$ cat src/rtl/rcause_pkg.sv
package rcause_pkg;
  localparam int REG_W = 16;

  localparam int B_TRAP   = 15;
  localparam int B_ILL    = 14;
  localparam int B_CFGMIS = 9;
  localparam int B_PIN    = 7;
  localparam int B_SWRST  = 6;
  localparam int B_WDT    = 4;
  localparam int B_SLEEP  = 3;
  localparam int B_IDLE   = 2;
  localparam int B_BOR    = 1;
  localparam int B_POR    = 0;

  // positions that hold a flop
  localparam logic [REG_W-1:0] IMPL_MASK =
    (REG_W'(1) << B_TRAP) | (REG_W'(1) << B_ILL) | (REG_W'(1) << B_CFGMIS) |
    (REG_W'(1) << B_PIN) | (REG_W'(1) << B_SWRST) | (REG_W'(1) << B_WDT) |
    (REG_W'(1) << B_SLEEP) | (REG_W'(1) << B_IDLE) | (REG_W'(1) << B_BOR) |
    (REG_W'(1) << B_POR);

  // flags wiped by a brown-out
  localparam logic [REG_W-1:0] BOR_CLR_MASK =
    (REG_W'(1) << B_TRAP) | (REG_W'(1) << B_ILL) | (REG_W'(1) << B_CFGMIS) |
    (REG_W'(1) << B_SWRST) | (REG_W'(1) << B_WDT) | (REG_W'(1) << B_SLEEP) |
    (REG_W'(1) << B_IDLE);

  // value after a power-on
  localparam logic [REG_W-1:0] POR_VAL = (REG_W'(1) << B_BOR) | (REG_W'(1) << B_POR);

  typedef struct packed {
    logic trap;
    logic illop;
    logic uninit;
    logic secur;
    logic cfgmis;
    logic pin;
    logic swrst;
    logic wdt;
    logic sleep;
    logic idle;
    logic bor;
  } rc_evt_t;
endpackage

$ cat src/rtl/rcause_event_map.sv
module rcause_event_map
  import rcause_pkg::*;
(
  input  rc_evt_t          evt,
  output logic [REG_W-1:0] set_vec
);
  always_comb begin
    set_vec           = '0;
    set_vec[B_TRAP]   = evt.trap;
    set_vec[B_ILL]    = evt.illop | evt.uninit | evt.secur;
    set_vec[B_CFGMIS] = evt.cfgmis;
    set_vec[B_PIN]    = evt.pin;
    set_vec[B_SWRST]  = evt.swrst;
    set_vec[B_WDT]    = evt.wdt;
    set_vec[B_SLEEP]  = evt.sleep;
    set_vec[B_IDLE]   = evt.idle;
    set_vec[B_BOR]    = evt.bor;
  end
endmodule

$ cat src/rtl/rcause_flag_cell.sv
module rcause_flag_cell #(
  parameter bit IMPL    = 1'b1,
  parameter bit CLR_BOR = 1'b0,
  parameter bit RST_VAL = 1'b0
) (
  input  logic clk,
  input  logic rst,
  input  logic wr_en,
  input  logic wr_bit,
  input  logic set_evt,
  input  logic bor_evt,
  output logic q
);
  always_ff @(posedge clk) begin
    if (!IMPL)                   q <= 1'b0;
    else if (rst)                q <= RST_VAL;
    else if (wr_en)              q <= wr_bit;
    else if (set_evt)            q <= 1'b1;
    else if (bor_evt && CLR_BOR) q <= 1'b0;
  end

  // the write beats a same-cycle set or clear
  p_cell_write_r5: assert property (@(posedge clk) disable iff (rst)
    (IMPL && wr_en) |=> (q == $past(wr_bit)));
endmodule

$ cat src/rtl/rcause_reg.sv
module rcause_reg
  import rcause_pkg::*;
(
  input  logic             clk,
  input  logic             rst,
  input  logic             wr_en,
  input  logic [REG_W-1:0] wr_data,
  input  logic             bor_evt,
  input  logic             trap_evt,
  input  logic             illop_evt,
  input  logic             uninit_evt,
  input  logic             secur_evt,
  input  logic             cfgmis_evt,
  input  logic             pin_evt,
  input  logic             swrst_evt,
  input  logic             wdt_evt,
  input  logic             sleep_evt,
  input  logic             idle_evt,
  output logic [REG_W-1:0] flags_o
);
  rc_evt_t          evt;
  logic [REG_W-1:0] set_vec;

  assign evt = '{trap: trap_evt, illop: illop_evt, uninit: uninit_evt,
                 secur: secur_evt, cfgmis: cfgmis_evt, pin: pin_evt,
                 swrst: swrst_evt, wdt: wdt_evt, sleep: sleep_evt,
                 idle: idle_evt, bor: bor_evt};

  rcause_event_map u_map (.evt(evt), .set_vec(set_vec));

  for (genvar i = 0; i < REG_W; i++) begin : g_flag
    rcause_flag_cell #(
      .IMPL   (IMPL_MASK[i]),
      .CLR_BOR(BOR_CLR_MASK[i]),
      .RST_VAL(POR_VAL[i])
    ) u_cell (
      .clk    (clk),
      .rst    (rst),
      .wr_en  (wr_en),
      .wr_bit (wr_data[i]),
      .set_evt(set_vec[i]),
      .bor_evt(bor_evt),
      .q      (flags_o[i])
    );
  end

  logic any_evt;
  assign any_evt = |{trap_evt, illop_evt, uninit_evt, secur_evt, cfgmis_evt,
                     pin_evt, swrst_evt, wdt_evt, sleep_evt, idle_evt, bor_evt};

  p_por_value_r1: assert property (@(posedge clk)
    rst |=> (flags_o == POR_VAL));
  p_write_load_r5: assert property (@(posedge clk) disable iff (rst)
    wr_en |=> (flags_o == ($past(wr_data) & IMPL_MASK)));
  p_unused_zero_r6: assert property (@(posedge clk) disable iff (rst)
    wr_en |=> ((flags_o & ~IMPL_MASK) == '0));
  p_trap_set_r2: assert property (@(posedge clk) disable iff (rst)
    (!wr_en && trap_evt) |=> flags_o[B_TRAP]);
  p_bor_set_r4: assert property (@(posedge clk) disable iff (rst)
    (!wr_en && bor_evt) |=> flags_o[B_BOR]);
  p_bor_keeps_pin_r4: assert property (@(posedge clk) disable iff (rst)
    (!wr_en && bor_evt && !pin_evt) |=> (flags_o[B_PIN] == $past(flags_o[B_PIN])));
  p_hold_r7: assert property (@(posedge clk) disable iff (rst)
    (!wr_en && !any_evt) |=> $stable(flags_o));
endmodule

$ cat config.mk
export PLATFORM = sky130hd
export DESIGN_NAME = rcause_reg
export DESIGN_NICKNAME = d
export VERILOG_FILES = /design/src/rtl/rcause_pkg.sv /design/src/rtl/rcause_event_map.sv /design/src/rtl/rcause_flag_cell.sv /design/src/rtl/rcause_reg.sv
export SDC_FILE = /design/constraint.sdc
export NUM_CORES = 1
export LEC_CHECK = 0
export ABC_AREA = 1
export BUFFER_PORTS_ARGS = -buffer_cell sky130_fd_sc_hd__buf_2
export CAP_MARGIN = 10
export CORE_ASPECT_RATIO = 1.25
export CORE_MARGIN = 2
export CORE_UTILIZATION = 44
export DETAILED_ROUTE_END_ITERATION = 8
export PLACE_DENSITY_LB_ADDON = 0.25
export SYNTH_ARGS = -nofsm -noshare
export SYNTH_HDL_FRONTEND = slang
export SYNTH_HIERARCHICAL = 1
export SYNTH_SLANG_ARGS = --single-unit
$ cat constraint.sdc
create_clock -name clk -period 1.05 [get_ports clk]
set_input_delay 0.1575 -clock clk [delete_from_list [all_inputs] [get_ports clk]]
set_output_delay 0.1575 -clock clk [all_outputs]
set_load 0.02 [all_outputs]
==> metrics <==
CP startpoint g_flag[3].u_cell/q; core area 1410 sq um; status finished clean; setup TNS 0 ps; critical path startpoint category flip-flop; Hold Buf Count CTS 0; flop-to-flop setup slack 400 ps; vias post-DR 586; # setup viols final 0; Via density 4.04; Die Span X 38.9 microns; diode count 0; Area Overhead vs Synth 16.4%; CTS buffer count 3; cell count after synthesis 106; vias in the first global route 488; cts repair resizes 0; clock sinks 10; WS Path Type flip-flop to output port; worst path required time 890 ps; Slew Viols, Final 0; Die ar. 1850 sq um; Detail Route Antenna Nets 0; initial antenna violation count 0; min-delay src wr_data[1]; Core Rows 15; max_cap viols 0; Routability Congestion 0.610; Final period util 0.876; crit-path max cell delay 340 ps; Critical Path, Cell by Cell buf_2; Final nets 159; CTS Buffer Depth 2; commonest non-fill, non-tap cells in the layout buf_2 (33), inv_1 (26), nor2_1 (17); fin cells 145; stages on the worst setup path 1; fmax 1.09 GHz; Post-Route Utilization 0.555; DP Wirelength 903 microns; Fin. Hold Viols 0; Hold Path Class primary input to flip-flop; Crit path max-delay family flip-flops; Mapped Area 671 sq um; FF-to-FF End g_flag[6].u_cell/q; top flop regs g_flag.u_cell/q x10; Critical Path Slowest Stage Cell dfxtp_1; Post-CTS Setup Bufs 0; yosys warns 6; latest clock arrival within the worst-skew pair 260 ps; first-pass GRT wire length 1730 microns; CTS tree yes; Post-Syn Nets 136; max reg flops 10; R2R depth 4; Worst Setup EP flags_o[3]; 1st-iter DRT viols 5; Leakage 0.488 nW; DRC errors left 0; Crit. End Element output port; I/O pin cnt 46; crit path DAT 760 ps; most common cell after layout, fill and taps aside buf_2; Overall Power 0.991 mW; Max VDD drop 0.000588 V; minimum clock period after layout 920 ps; share of post-route cells with drive strength above 1 0.344; Critical R2R Launch g_flag[6].u_cell/q; Avg Synthesized Cell Area 6.33 sq um; Root Driver clkbuf_4; largest net degree at the start of global routing 14; RSZ-0062 raised after global routing false; Starting Density 0.476; PortBufs 33; Final Skew 0 ps; P per Cell Area 1270 nW/um^2; Die Y 47.7 microns; drt pass-1 iters 3; final instance area 781 sq um; Buffers & Inverters on Critical Path 1; largest reg by FF count g_flag.u_cell/q; H-tree depth 1; CP max FO 2; grt total ovfl 0; final wirelength 1120 microns; GRT Util Overall 0.137; placed cells 141; clock slew seen by the registers of the worst setup and hold paths 70 ps; Cell Area, Placed 744 sq um; Wirelength per Cell 7.74 microns
how the worst min path moves through the flow:
| stage | end | slack [ps] | cells past startpoint |
|---|---|---|---|
| 6_report | g_flag[1].u_cell/q | 110 | 3 |
| 5_1_grt | g_flag[1].u_cell/q | 120 | 3 |
| 4_1_cts | g_flag[1].u_cell/q | 100 | 3 |
| 3_5_place_dp | g_flag[1].u_cell/q | 380 | 3 |
| 3_3_place_gp | g_flag[0].u_cell/q | 370 | 3 |
| 2_1_floorplan | g_flag[1].u_cell/q | 250 | 2 |
layer usage:
layer  global-route usage  up-vias  part of all wire
met2                0.247       21              0.51
met4               0.0828        0            0.0080
met3               0.0279        2             0.059
li1                     -      318                 -
met5                    0        -                 0
met1                0.145      245              0.43
through the flow:
step	hold slack, ps	setup WS [ps]
6_report	110	130
5_1_grt	123	83.2
4_1_cts	104	123
3_5_place_dp	377	268
3_3_place_gp	368	297
2_1_floorplan	253	332
final cells by class:
type	instances	area, sq um
Clock buffer	4	36.3
Fill cell	156	627
Inverter	26	97.6
Multi-Input combinational cell	55	260
Sequential cell	10	200
Tap cell	17	21.3
Timing Repair Buffer	33	165
where the power goes:
part / total, mW / switching (mW) / internal, mW
Clock: 0.348 / 0.138 / 0.210
Sequential: 0.419 / 0.0121 / 0.407
Combinational: 0.224 / 0.136 / 0.0881
Total: 0.991 / 0.286 / 0.705
(Power assumes the default switching activity.)
